==> src/rtl/cds_pkg.sv <==
package cds_pkg;

   typedef enum int unsigned {
      LANE_RST = 0,
      LANE_VID = 1
   } lane_e;

   localparam int unsigned NUM_LANES = 2;

endpackage

==> src/rtl/cds_phase_counter.sv <==
module cds_phase_counter #(
   parameter int unsigned PIX = 8,
   parameter int unsigned TW  = $clog2(PIX)
) (
   input  logic          clk,
   input  logic          rst_n,
   input  logic [TW-1:0] skew,
   output logic          live,
   output logic [TW-1:0] pos
);

   localparam logic [TW-1:0] LAST = TW'(PIX - 1);
   localparam logic [TW:0]   PIXW = (TW+1)'(PIX);

   logic [TW-1:0] tick;
   logic [TW:0]   sum;

   always_ff @(posedge clk or negedge rst_n) begin
      if (!rst_n) begin
         live <= 1'b0;
         tick <= '0;
      end else begin
         live <= 1'b1;
         if (live) begin
            tick <= (tick == LAST) ? '0 : tick + 1'b1;
         end
      end
   end

   always_comb begin
      sum = {1'b0, tick} + {1'b0, skew};
      if (sum >= PIXW) begin
         sum = sum - PIXW;
      end
      pos = sum[TW-1:0];
   end

   // the counter wraps after the last position of a pixel
   assert_wrap_R2: assert property (@(posedge clk) disable iff (!rst_n)
      (live && tick == LAST) |=> (tick == '0));

   // the counter holds at position zero until running
   assert_hold_idle_R1: assert property (@(posedge clk) disable iff (!rst_n)
      (!live) |=> (tick == '0));

endmodule

==> src/rtl/cds_strobe_lane.sv <==
module cds_strobe_lane #(
   parameter int unsigned SUB     = 4,
   parameter int unsigned START   = 0,
   parameter int unsigned MIN_GAP = 1,
   parameter int unsigned TW      = $clog2(2*SUB)
) (
   input  logic          clk,
   input  logic          rst_n,
   input  logic          live,
   input  logic [TW-1:0] pos,
   input  logic          en,
   input  logic          ovr_n,
   output logic          strb,
   output logic          used
);

   localparam int unsigned   PIX    = 2 * SUB;
   localparam logic [TW:0]   WBEG   = (TW+1)'(START);
   localparam logic [TW:0]   WEND   = (TW+1)'(START + SUB);
   localparam logic [TW-1:0] PRE    = TW'((START + PIX - 1) % PIX);
   localparam logic [TW-1:0] GAP_LO = TW'(MIN_GAP);
   localparam logic [TW-1:0] GAP_HI = TW'(SUB - 2);

   logic          ovr_q;
   logic          cut;
   logic          in_win;
   logic [TW-1:0] rel;
   logic          fall;
   logic          accept;

   always_comb begin
      in_win = ({1'b0, pos} >= WBEG) && ({1'b0, pos} < WEND);
      rel    = pos - TW'(START);
      fall   = ovr_q && !ovr_n && en;
      accept = live && fall && in_win && (rel >= GAP_LO) && (rel <= GAP_HI);
   end

   always_ff @(posedge clk or negedge rst_n) begin
      if (!rst_n) begin
         ovr_q <= 1'b1;
         cut   <= 1'b0;
      end else begin
         ovr_q <= ovr_n;
         if (pos == PRE) begin
            cut <= 1'b0;
         end else if (accept) begin
            cut <= 1'b1;
         end
      end
   end

   assign strb = live && in_win && !cut;
   assign used = cut;

   // a masked override never cuts the strobe
   assert_mask_R9: assert property (@(posedge clk) disable iff (!rst_n)
      (!en && !cut) |=> !cut);

   // an edge too close to the reference edge is ignored
   assert_early_ignored_R8: assert property (@(posedge clk) disable iff (!rst_n)
      (in_win && rel < GAP_LO && !cut) |=> !cut);

   // an edge outside the window is ignored
   assert_outside_ignored_R8: assert property (@(posedge clk) disable iff (!rst_n)
      (!in_win && !cut) |=> !cut);

   // an accepted cut ends the strobe in the next cycle
   assert_cut_ends_R6: assert property (@(posedge clk) disable iff (!rst_n)
      (accept && pos != PRE) |=> !strb);

   // the flag clears just before the window opens again
   assert_flag_clear_R10: assert property (@(posedge clk) disable iff (!rst_n)
      (pos == PRE) |=> !used);

endmodule

==> src/rtl/cds_strobe_gen.sv <==
module cds_strobe_gen #(
   parameter int unsigned SUB     = 4,
   parameter int unsigned MIN_GAP = 1,
   parameter int unsigned TW      = $clog2(2*SUB)
) (
   input  logic          clk,
   input  logic          rst_n,
   input  logic [TW-1:0] skew,
   input  logic [1:0]    ovr_en,
   input  logic          ovr_rst_n,
   input  logic          ovr_vid_n,
   output logic          strb_rst,
   output logic          strb_vid,
   output logic          pix_clk,
   output logic [1:0]    ovr_used
);

   import cds_pkg::*;

   localparam int unsigned PIX  = 2 * SUB;
   localparam logic [TW:0] HALF = (TW+1)'(SUB);

   if (SUB < MIN_GAP + 2) begin : g_bad_gap
      $error("SUB must leave room for a cut after MIN_GAP");
   end
   if (MIN_GAP < 1) begin : g_bad_min
      $error("MIN_GAP must be at least one tick");
   end
   if (TW < $clog2(PIX)) begin : g_bad_tw
      $error("TW too narrow for the pixel position");
   end

   logic                 live;
   logic [TW-1:0]        pos;
   logic [NUM_LANES-1:0] ovr_in;
   logic [NUM_LANES-1:0] strb;
   logic [NUM_LANES-1:0] used;

   assign ovr_in[LANE_RST] = ovr_rst_n;
   assign ovr_in[LANE_VID] = ovr_vid_n;

   cds_phase_counter #(.PIX(PIX), .TW(TW)) u_phase (
      .clk   (clk),
      .rst_n (rst_n),
      .skew  (skew),
      .live  (live),
      .pos   (pos)
   );

   for (genvar i = 0; i < NUM_LANES; i++) begin : g_lane
      cds_strobe_lane #(
         .SUB     (SUB),
         .START   (i * SUB),
         .MIN_GAP (MIN_GAP),
         .TW      (TW)
      ) u_lane (
         .clk   (clk),
         .rst_n (rst_n),
         .live  (live),
         .pos   (pos),
         .en    (ovr_en[i]),
         .ovr_n (ovr_in[i]),
         .strb  (strb[i]),
         .used  (used[i])
      );
   end

   assign strb_rst = strb[LANE_RST];
   assign strb_vid = strb[LANE_VID];
   assign pix_clk  = live && ({1'b0, pos} >= HALF);
   assign ovr_used = used;

   // strobes never overlap
   assert_no_overlap_R4: assert property (@(posedge clk) disable iff (!rst_n)
      !(strb_rst && strb_vid));

   // the reset strobe rises with the falling edge of the pixel clock
   assert_rst_rise_on_pix_fall_R2: assert property (@(posedge clk) disable iff (!rst_n)
      ($rose(strb_rst) && $stable(skew) && $past(live)) |-> $fell(pix_clk));

   // the video strobe only runs while the pixel clock is high
   assert_vid_in_high_half_R3: assert property (@(posedge clk) disable iff (!rst_n)
      strb_vid |-> pix_clk);

   // nothing is driven before the counter runs
   assert_quiet_idle_R1: assert property (@(posedge clk) disable iff (!rst_n)
      !live |-> (!strb_rst && !strb_vid && !pix_clk));

endmodule

==> config.mk <==
export PLATFORM = sky130hd
export DESIGN_NAME = cds_strobe_gen
export DESIGN_NICKNAME = d
export VERILOG_FILES = /design/src/rtl/cds_pkg.sv /design/src/rtl/cds_phase_counter.sv /design/src/rtl/cds_strobe_lane.sv /design/src/rtl/cds_strobe_gen.sv
export SDC_FILE = /design/constraint.sdc
export NUM_CORES = 1
export LEC_CHECK = 0
export BUFFER_PORTS_ARGS = -buffer_cell sky130_fd_sc_hd__buf_2
export CAP_MARGIN = 20
export CORE_AREA = 2 2 39 41
export CTS_CLUSTER_SIZE = 8
export DETAILED_ROUTE_END_ITERATION = 6
export DIE_AREA = 0 0 41 43
export SLEW_MARGIN = 20
export SYNTH_ARGS = -nofsm -noshare
export SYNTH_HDL_FRONTEND = slang
export SYNTH_SLANG_ARGS = --single-unit
export TNS_END_PERCENT = 50
==> constraint.sdc <==
create_clock -name clk -period 2.5 [get_ports clk]
set_clock_uncertainty 0.2 [all_clocks]
set_input_delay 0.25 -clock clk [delete_from_list [all_inputs] [get_ports clk]]
set_output_delay 0.25 -clock clk [all_outputs]
set_load 0.01 [all_outputs]
Yosys cells after proc, flatten, opt, wreduce, memory -nomap -nowiden
Cells that the tools add are included.

word-level totals
  word-level logic and storage cells = 48
  output and inout bits = 5
  bits in registers = 8
  input bits = 9

cells by class
  multiplexer cells = 6
  order comparisons = 7
  eq/ne operators = 3
  reductions and logical operators = 22
  add/sub/neg operators = 4

operator list
  cell                                                               number
  logical AND 1 bit                                                  16
  equality test 3 bit, second input constant                         2
  greater-or-equal comparator 3 x 1 -> 1 bit, second input constant  2
  less-or-equal comparator 3 x 2 -> 1 bit, second input constant     2
  2-to-1 mux 3 bit                                                   2
  adder 3 x 3 -> 4 bit                                               1
  greater-or-equal comparator 4 bit, second input constant           1
  zero test 1 bit                                                    4
  2-to-1 mux 1 bit                                                   4
  nonzero test 2 bit                                                 2
  adder 3 x 1 -> 3 bit, second input constant                        1
  equality test 3 x 2 -> 1 bit, second input constant                1
  greater-or-equal comparator 3 bit, second input constant           1
  less-than comparator 3 bit, second input constant                  1
  subtractor 3 x 1 -> 3 bit, second input constant                   1
  subtractor 3 bit, second input constant                            1

Logic depth before layout (Yosys ltp)
Gate-level depths: netlist of run 1.

  depth in word-level cells = 9
  mapped depth = 6
  depth with buffers taken out = 6

Cells and area by module
A second synthesis of run 1 with hierarchy kept.

second synthesis, totals
  cell total of the unflattened synthesis = 39
  area, all modules = 426.7 µm²

by module, submodules not included
  module                              cells each  sequential area each (µm²)  times used  area an instance (µm²)
  cds_phase_counter                   20          100.1                       1           232.7
  cds_strobe_lane (g_lane[0].u_lane)  8           51.3                        1           97.6
  cds_strobe_lane (g_lane[1].u_lane)  10          51.3                        1           90.1
  cds_strobe_gen                      1           0.0                         1           6.3

Worst setup path before layout of run 1
OpenSTA, ideal clock, no wires.

  kind = register to output
  start point = reg u_phase.tick[0]
  end point = out strb_vid
  cell stages (with the launch flop) = 7
  data arrival time = 1.629 ns
  path slack = 0.421 ns
  cells stage by stage = dfrtp_1 -> ha_1 -> inv_1 -> fa_1 -> xnor3_1 -> and2_4 -> nor2b_4

on the way
  cells in the longest elaborated chain, start to end = 6
  elaborated cells between the ends (all ways) = 7

ends and longest elaborated chain
  what                                                                            RTL line                                          RTL
  from (decl)                                                                     cds_phase_counter.sv:15                           logic [TW-1:0] tick;
  from (signal assigned)                                                          cds_phase_counter.sv:25                           tick <= (tick == LAST) ? '0 : tick + 1'b1;
  adder 3 x 3 -> 4 bit (*)                                                        cds_phase_counter.sv:31                           sum = {1'b0, tick} + {1'b0, skew};
  greater-or-equal comparator 4 bit or subtractor 3 x 1 -> 3 bit (tied branches)  cds_phase_counter.sv:32, cds_phase_counter.sv:33
  2-to-1 mux 3 bit (*)                                                            cds_phase_counter.sv:32                           if (sum >= PIXW) begin
  greater-or-equal comparator 3 bit (*)                                           n/a
  logical AND 1 bit (*)                                                           n/a
  via pix_clk                                                                     cds_strobe_gen.sv:14                              output logic pix_clk,
  logical AND 1 bit (*)                                                           cds_strobe_lane.sv:52                             assign strb = live && in_win && !cut;
  to (decl)                                                                       cds_strobe_gen.sv:13                              output logic strb_vid,

Mark *: on every way through the listed nets, which the timed path passes. The rest lies on a longest branch.

Worst setup path after layout of run 1
  start point = reg u_phase.tick[0]
  end point = out strb_vid

on the way
  cells in the longest elaborated chain, start to end = 6
  elaborated cells between the ends (all ways) = 7

ends and longest elaborated chain
  what                                                                            RTL line                                          RTL
  adder 3 x 3 -> 4 bit (*)                                                        cds_phase_counter.sv:31
  greater-or-equal comparator 4 bit or subtractor 3 x 1 -> 3 bit (tied branches)  cds_phase_counter.sv:32, cds_phase_counter.sv:33
  2-to-1 mux 3 bit (*)                                                            cds_phase_counter.sv:32
  greater-or-equal comparator 3 bit (*)                                           cds_strobe_lane.sv:32                             in_win = ({1'b0, pos} >= WBEG) && ({1'b0, pos} < WEND);
  logical AND 1 bit (*) (2 in series)                                             cds_strobe_lane.sv:52

Mark *: on every way between the ends. The rest lies on a longest branch, timed or not.

==> flow_summary.yaml, run 1 <==
status:
  status: "completed"
yosys:
  synth_top_area_cell: "dfrtp_1"
  avgSynthCellArea_um2: 11.7
  netlist.area_leader.share_pct: 33.8
  synth_most_common_cell: "dfrtp_1"
  synth_edf_count: 0
  synth.top_cells.by_area: "dfrtp_1, dfstp_2, ha_1"
  netlist_area_um2: 444
  synth_cell_types: 21
  async_flop_share_pct: 100
  yosys_warnings: 0
  synth_flop_cell: "dfrtp_1"
  syn_inst: 38
  synth_commonest_cells: "dfrtp_1, ha_1, inv_1"
  syn_nets: 51
  ys_seq_elements: 8
  yosysSeqAreaShare_pct: 45.6
clocking:
  clock_sinks: 8
  clk_pin_slew_ns: 0.06
  htree_levels: 1
  cts_tree: "built"
  clock_path_buffers: 2
  postCtsSetupRepairBufs: 0
  root_buffer: "clkbuf_4"
  numCtsBuffers: 3
  worstSkewPairLatency_ns: 0.25
  cts_resized: 0
power:
  ir_drop_mv: 0.324
  p_int_uw: 386
  clkPwrFrac_pct: 17.3
  power_switching_uw: 204
  switching_share_pct: 34.5
  p_leak_nw: 0.294
  combPwrFrac_pct: 49.5
  power_density_mw_per_mm2: 1040
  p_seq_share_pct: 33.1
setup_path:
  cp-end-kind: "output pin"
  arrival_ns: 1.88
  start_kind: "flip-flop"
  critical-path-max-stage-delay_ns: 0.39
  path_cells: "ha_1 > inv_1 > fa_1 > xnor3_1 > and2_4 > nor2b_4 > buf_2"
  timing_worst_setup_path_type: "reg -> out"
  cp_max_fo: 4
  crit_path_top_delay_cell: "dfrtp_1"
  required_ns: 2.05
place:
  postPlaceCellArea_um2: 510
  port_buffers: 13
  dp_hpwl_um: 521
  place.gp.congestion: 0.570
timing:
  hold_viol_final: 0
  tns_ns: 0
  timing.final.max_slew_violations: 0
  timing.fmax_mhz: 428
  rsz0062_at_grt: "no"
  finalCritPeriodShare_pct: 93.4
  period_needed_ns: 2.33
  setup_viol: 0
floorplanning:
  core_area_mm2: 0.00138
  die_w_um: 41
  dieArea_mm2: 0.00176
  die_h_um: 43
  num_rows: 14
  initial_utilization_pct: 32.1
  ios: 14
detailed_routing:
  first_pass_iters: 4
  routed_wl_um: 675
  wl_per_cell_um: 9.51
  ant_nets: 0
  drcViolationCount: 0
  drt_iter0_drc: 5
  viasPerCell: 4.27
  vias: 303
cells_and_area:
  nets: 69
  seq_area_um2: 203
  final_area_um2: 567
  drive_above_1_share_pct: 40.0
  areaGrowthSynthToFinish_pct: 27.6
  diodes: 0
  multiInputGateArea_um2: 211
  n_fill_cell: 145
global_routing:
  grt_first_pass_wirelength_um: 959
  antenna_found_initial: 0
  first_global_vias: 256
  track_usage_pct: 8.53
  overflow: 0
  grt_start_max_net_pins: 9
worst_hold_path:
  min_path_type: "in -> async"
flow_run:
  maxCapViolCount: 0
-- sequential cells by signal, summed over array words and instances, names as in the netlist --
signal	cells
g_lane.u_lane.ovr_q	2
g_lane.u_lane.used	2
u_phase.live	1
u_phase.tick	3
-- power groups by stage --
stage          sequential [mW]  clock, mW  combinational [mW]
3_5_place_dp             0.199          0               0.285
6_report                 0.195      0.102               0.292
2_1_floorplan            0.191          0               0.229
5_1_grt                  0.201      0.113               0.327
4_1_cts                  0.197      0.107               0.294
3_3_place_gp             0.198          0               0.285
-- per-stage QoR --
step                      power, mW  worst slack (ns)  hold slack [ns]  cells  utilization [%]
after floorplan               0.420             0.421           -0.246     38                -
after global placement        0.483             0.280           -0.101     64             36.9
after detailed placement      0.485             0.270          -0.0980     64             36.9
after CTS                     0.598             0.135            0.172     71             41.0
after global routing          0.641            0.0533            0.213     71             41.0
final                         0.590             0.166            0.185     71             41.0
-- cells by family (layout without fill, tap and decap cells) --
| logic type | after synthesis | after routing | synth area share (%) |
|---|---|---|---|
| AOI/OAI and AO/OA | 5 | 5 | 6.20 |
| xor gates and xnor gates | 2 | 2 | 7.04 |
| adders and majority gates | 4 | 4 | 13.0 |
| buffers and inverters | 6 | 23 | 6.76 |
| DFF | 8 | 8 | 45.6 |
| muxes | 2 | 2 | 5.07 |
| other | 1 | 1 | 0.844 |
| and+or+nand+nor | 10 | 10 | 15.5 |
-- cell type report --
type,count,area share (%)
repair buffers,16,16.8
inverters,3,1.99
multi-input cells,24,37.3
clock buffers,4,4.64
flip-flops and latches,8,35.8
well taps,16,3.53
-- layout by cell type, fill, tap and decap left out, types with 2 or more instances in the layout --
cell / netlist / routed
nand2_1: 2 / 2
dfstp_2: 2 / 2
dfrtp_1: 6 / 6
dlygate4sd3_1: 0 / 3
mux2_2: 2 / 2
clkbuf_4: 0 / 3
a31oi_1: 2 / 2
a21oi_1: 2 / 2
and3b_1: 2 / 2
buf_2: 0 / 13
nor2_1: 2 / 2
inv_1: 3 / 3
ha_1: 3 / 3
-- final timing paths --
| check | cells past startpoint | from | slack (ns) | to |
|---|---|---|---|---|
| setup / recovery | 7 | u_phase.tick[0] | 0.17 | strb_vid |
| hold / removal | 2 | rst_n | 0.18 | u_phase.live |
| min in group clk | 4 | ovr_en[1] | 0.23 | g_lane[1].u_lane.used |
| max in group asynchronous | 2 | rst_n | 1.67 | g_lane[1].u_lane.ovr_q |
| hold reg to reg | 1 | u_phase.tick[2] | 0.36 | u_phase.tick[2] |
| setup reg to reg | 6 | u_phase.tick[0] | 0.66 | g_lane[0].u_lane.used |
-- what timing repair did --
action                                  in CTS  in global routing
endpoints found under the hold margin       10                  0
endpoints found under the setup margin       1                  0
hold buffers                                 3                  0
-- layer usage --
metal / part of all wire, % / vias up / track usage, %
met1: 45 / 141 / 9.33
met2: 51 / 5 / 11.9
met4: 0 / 0 / 8.00
met3: 3.7 / 0 / 3.14
met5: 0 / - / 0
li1: - / 157 / -
-- worst max-delay path: cells and delay by family (launching register included) --
family	cells	cell delay (ns)
buf+inv	2	0.17
simple gates	2	0.27
xor+xnor	1	0.28
flops	1	0.39
fa+ha+maj	2	0.52
(Power assumes the default switching activity.)
==> inputs of run 2 (changes only) <==
--- a/config.mk
+++ b/config.mk
@@ -14,5 +14,6 @@
 export SLEW_MARGIN = 20
 export SYNTH_ARGS = -nofsm -noshare
 export SYNTH_HDL_FRONTEND = slang
+export SYNTH_HIERARCHICAL = 1
 export SYNTH_SLANG_ARGS = --single-unit
 export TNS_END_PERCENT = 50
==> constraint.sdc (replaced) <==
create_clock -name clk -period 3 [get_ports clk]
set_clock_uncertainty 0.2 [all_clocks]
set_input_delay 0.3 -clock clk [delete_from_list [all_inputs] [get_ports clk]]
set_output_delay 0.3 -clock clk [all_outputs]
set_load 0.01 [all_outputs]
==> run 2 against run 1 <==
Effect of this change: area after synthesis shrank 3.9%; via count is 11% higher; synthesized cell count grew 2.6%; power fell by 14%; sequential cell count unchanged; worst hold slack better by 0.031 ns; combinational power shrank 16%; die area unchanged; sequential power is 11% lower; global-route usage is 3.7 points higher; critical path type unchanged; highest routed layer unchanged.
==> flow_summary.yaml, run 2 <==
status:
  status: "completed"
yosys:
  synthMuxAreaShare_pct: 5.28
  synth_top_family_by_area: "simple AND/OR/NAND/NOR gates"
  synth_most_common_cell: "dfrtp_1"
  syn_inst: 39
  synthSimpleGateAreaFrac_pct: 15.8
  synth_fa_ha_area_share_pct: 13.5
  synth-xor-area-share_pct: 4.11
  netlist_area_um2: 427
  synth_edf_count: 0
  netlist.area_leader.share_pct: 35.2
  yosysSeqAreaShare_pct: 47.5
  synth-compound-area-share_pct: 8.50
  synth_commonest_cells: "dfrtp_1, inv_1, ha_1"
  synth_cell_types: 22
  synth_flop_cell: "dfrtp_1"
  synth_top_area_cell: "dfrtp_1"
  avgSynthCellArea_um2: 10.9
  syn_nets: 52
  async_flop_share_pct: 100
  yosys_warnings: 6
  synth.top_cells.by_area: "dfrtp_1, dfstp_2, ha_1"
  ys_seq_elements: 8
clocking:
  root_buffer: "clkbuf_4"
  clock_sinks: 8
  numCtsBuffers: 3
  clk_pin_slew_ns: 0.06
  worstSkewPairLatency_ns: 0.25
  postCtsSetupRepairBufs: 0
  cts_resized: 0
  holdBufCountCts: 3
  htree_levels: 1
  cts_tree: "built"
  clock_path_buffers: 2
setup_path:
  required_ns: 2.50
  arrival_ns: 2.14
  r2r_slack_ns: 0.69
  cp_max_fo: 6
  start_kind: "flip-flop"
  worst_r2r_path_depth: 8
  reg2reg_from: "u_phase/tick[0]"
  cp-end-kind: "output pin"
  r2r_end: "g_lane[1].u_lane/used"
  timing_worst_setup_path_type: "reg -> out"
timing:
  hold_viol_final: 0
  period_needed_ns: 2.64
  finalCritPeriodShare_pct: 88.1
  setup_viol: 0
  timing.fmax_mhz: 379
  timing.final.max_slew_violations: 0
  tns_ns: 0
  rsz0062_at_grt: "no"
power:
  combPwrFrac_pct: 48.4
  p_leak_nw: 0.286
  p_seq_share_pct: 34.3
  power_density_mw_per_mm2: 891
  ir_drop_mv: 0.473
  switching_share_pct: 39.0
  clkPwrFrac_pct: 17.3
  power_switching_uw: 198
  p_int_uw: 308
place:
  postPlaceCellArea_um2: 512
  place.gp.congestion: 0.675
  dp_hpwl_um: 594
  port_buffers: 13
cells_and_area:
  layout_common_cells: "buf_2, dfrtp_1, inv_1"
  nets: 73
  final_area_um2: 568
  areaGrowthSynthToFinish_pct: 33.1
  largest_reg_flops: 3
  top_register: "u_phase/tick"
  diodes: 0
  final_common_cell: "buf_2"
  n_fill_cell: 145
  drive_above_1_share_pct: 30.5
global_routing:
  track_usage_pct: 12.2
  first_global_vias: 350
  antenna_found_initial: 0
  grt_first_pass_wirelength_um: 1460
  overflow: 0
  grt_start_max_net_pins: 9
detailed_routing:
  drcViolationCount: 0
  viasPerCell: 4.47
  ant_nets: 0
  drt_iter0_drc: 1
  routed_wl_um: 771
  vias: 335
  wl_per_cell_um: 10.3
  first_pass_iters: 3
floorplanning:
  num_rows: 14
  dieArea_mm2: 0.00176
  initial_utilization_pct: 30.8
  die_w_um: 41
  die_h_um: 43
  ios: 14
  core_area_mm2: 0.00138
flow_run:
  maxCapViolCount: 0
worst_hold_path:
  min_path_type: "in -> async"
==> run 2: cell types whose count changed after synthesis, moves of 2 or more <==
cell,previous run,this run
mux2_2,2,0
and3b_1,2,0
inv_1,3,5
buf_4,2,0
mux2_1,0,2
o21a_1,0,2
==> run 2: power by group through the flow <==
stage | sequential, mW | combinational, mW | clock (mW)
3_5_place_dp | 0.176 | 0.245 | 0
6_report | 0.174 | 0.245 | 0.0873
2_1_floorplan | 0.176 | 0.165 | 0
3_3_place_gp | 0.175 | 0.238 | 0
5_1_grt | 0.181 | 0.291 | 0.0961
4_1_cts | 0.174 | 0.251 | 0.0902
==> run 2: routing by layer <==
layer,GRT usage [%],share of wire [%],vias up
li1,-,-,171
met4,10.0,0,0
met5,0,0,-
met3,1.57,5.4,0
met2,16.3,42,11
met1,16.9,52,153
==> run 2: cell type report <==
type	count	area (um^2)	share of cell area (%)
multi-input combinational	26	205	36.1
clock buffer	4	26.3	4.63
sequential	8	203	35.7
tap	16	20.0	3.52
inverter	5	18.8	3.30
timing repair buffer	16	95.1	16.7
==> run 2: cells by family after synthesis <==
group                      Yosys count
buffers and inverters                5
xor gates and xnor gates             2
muxes                                2
DFF                                  8
other                                1
AOI/OAI and AO/OA                    6
and+or+nand+nor                     11
adders and majority gates            4
==> run 2: per-stage QoR <==
stage / utilization, % / setup WS, ns / instances / power [mW] / hold slack, ns
floorplan: - / 0.886 / 39 / 0.341 / -0.196
global placement: 37.0 / 0.691 / 68 / 0.413 / -0.0528
detailed placement: 37.0 / 0.635 / 68 / 0.421 / -0.0519
CTS: 41.0 / 0.324 / 75 / 0.515 / 0.211
global route: 41.0 / 0.201 / 75 / 0.568 / 0.236
finish: 41.0 / 0.358 / 75 / 0.506 / 0.216
==> run 2: worst max-delay path, stage by stage (launching register included) <==
cell and delay (ns):
dfrtp_1 0.39, ha_1 0.16, inv_1 0.04, fa_1 0.37
xor2_1 0.16, xnor2_1 0.39, nand2_1 0.15, nor2_1 0.10
buf_2 0.13
==> run 2: worst max path at each step <==
stage                         start  endpoint  slack (ns)
floorplan           u_phase/tick[0]  strb_vid        0.89
global placement    u_phase/tick[0]  strb_vid        0.69
detailed placement  u_phase/tick[0]  strb_vid        0.64
CTS                 u_phase/tick[0]  strb_vid        0.32
global route        u_phase/tick[0]  strb_vid        0.20
finish              u_phase/tick[0]  strb_vid        0.36
==> inputs of run 3 (changes only) <==
--- a/config.mk
+++ b/config.mk
@@ -11,6 +11,7 @@
 export CTS_CLUSTER_SIZE = 8
 export DETAILED_ROUTE_END_ITERATION = 6
 export DIE_AREA = 0 0 41 43
+export GPL_TIMING_DRIVEN = 0
 export SLEW_MARGIN = 20
 export SYNTH_ARGS = -nofsm -noshare
 export SYNTH_HDL_FRONTEND = slang
==> run 3 against run 2 <==
Effect of this change: first-iteration DRC count is 100% lower; critical path type unchanged; combinational power hardly changed; setup slack better by 0.054 ns; fmax is 2.1% higher; sequential power hardly changed; final area stayed put; clock power is 0.8% higher; worst hold slack better by 0.0092 ns; core utilization stayed put; non-clock buffer count stayed put; largest power group unchanged; global-route usage is 0.62 points lower; power hardly changed.
==> flow_summary.yaml, run 3 (same netlist as run 2, synthesis figures left out) <==
setup_path:
  cpLargestDelayFamily: "adder cells"
  timing_worst_setup_path_type: "reg -> out"
  required_ns: 2.50
  r2r_slack_ns: 0.73
  path_cells: "ha_1 > inv_1 > fa_1 > xor2_1 > xnor2_1 > nand2_1 > nor2_1 > buf_2"
  arrival_ns: 2.09
  critPathBufInv: 2
  crit_path_top_delay_cell: "dfrtp_1"
  start_kind: "flip-flop"
  cp_max_fo: 6
  cp-end-kind: "output pin"
  critical-path-max-stage-delay_ns: 0.39
global_routing:
  overflow: 0
  track_usage_pct: 11.6
  grt_start_max_net_pins: 9
  first_global_vias: 333
  grt_first_pass_wirelength_um: 1320
  antenna_found_initial: 0
worst_hold_path:
  min_path_type: "in -> reg"
clocking:
  clock_sinks: 8
  cts_tree: "built"
  postCtsSetupRepairBufs: 0
  numCtsBuffers: 3
  htree_levels: 1
  clk_pin_slew_ns: 0.06
  worstSkewPairLatency_ns: 0.25
  clock_path_buffers: 2
  root_buffer: "clkbuf_4"
place:
  dp.cells: 68
  port_buffers: 13
  dp_hpwl_um: 583
  place.gp.congestion: 0.680
  postPlaceCellArea_um2: 512
power:
  power_density_mw_per_mm2: 890
  p_leak_nw: 0.286
  ir_drop_mv: 0.407
timing:
  period_needed_ns: 2.59
  timing.final.max_slew_violations: 0
  finalCritPeriodShare_pct: 86.2
  tns_ns: 0
  timing.fmax_mhz: 386
  rsz0062_at_grt: "no"
  setup_viol: 0
  whs_ns: 0.225
  hold_viol_final: 0
floorplanning:
  num_rows: 14
  die_h_um: 43
  die_w_um: 41
  dieArea_mm2: 0.00176
  ios: 14
  core_area_mm2: 0.00138
  initial_utilization_pct: 30.8
detailed_routing:
  drt_iter0_drc: 0
  wl_per_cell_um: 10.5
  drcViolationCount: 0
  vias: 334
  ant_nets: 0
  routed_wl_um: 789
  first_pass_iters: 1
  viasPerCell: 4.45
cells_and_area:
  diodes: 0
  final_area_um2: 568
  n_fill_cell: 142
  final_cells: 75
  seq_area_um2: 203
  largest_reg_flops: 3
  nets: 73
  multiInputGateArea_um2: 205
  drive_above_1_share_pct: 30.5
  final_common_cell: "buf_2"
  areaGrowthSynthToFinish_pct: 33.1
  top_register: "u_phase/tick"
  layout_common_cells: "buf_2, dfrtp_1, inv_1"
flow_run:
  maxCapViolCount: 0
status:
  status: "completed"
-- run 3: final timing paths --
path | endpoint | startpoint | cells past startpoint
setup reg to reg | g_lane[1].u_lane/used | u_phase/tick[0] | 8
max in group asynchronous | g_lane[0].u_lane/ovr_q | rst_n | 2
hold / removal | g_lane[1].u_lane/used | ovr_en[1] | 4
hold reg to reg | g_lane[1].u_lane/used | g_lane[1].u_lane/used | 1
setup / recovery | strb_vid | u_phase/tick[0] | 8
min in group asynchronous | u_phase/tick[1] | rst_n | 2
-- run 3: tightest hold or removal path: stages --
cell and delay [ns]:
buf_2 0.09, inv_1 0.04, nor4_1 0.04, o21a_1 0.16
-- run 3: area by class of cell --
cell class	instances	share of cell area, %
flip-flops and latches	8	35.7
inverters	5	3.30
repair buffers	16	16.7
clock buffers	4	4.63
multi-input cells	26	36.1
well taps	16	3.52
-- run 3: repair_timing --
action                                 CTS  global route
hold buffers                             3             0
endpoints found under the hold margin   10             0
resized for setup                        0             0
-- run 3: metrics by stage --
step,total power [mW],utilization (%),worst slack (ns)
floorplan,0.341,-,0.886
global placement,0.413,37.0,0.680
detailed placement,0.422,37.0,0.663
CTS,0.518,41.0,0.372
global route,0.561,41.0,0.223
finish,0.506,41.0,0.413
-- run 3: where the power goes --
part	leakage [nW]	internal (mW)	switching (mW)
clock network	0.0150	0.0509	0.0371
registers	0.0959	0.144	0.0288
logic	0.175	0.114	0.130
total	0.286	0.310	0.196
-- run 3: per-layer routing --
layer / GRT usage [%] / part of all wire, %
met1: 15.2 / 49
met5: 0 / 0
met4: 10.0 / 0
met2: 15.9 / 45
met3: 1.57 / 5.7
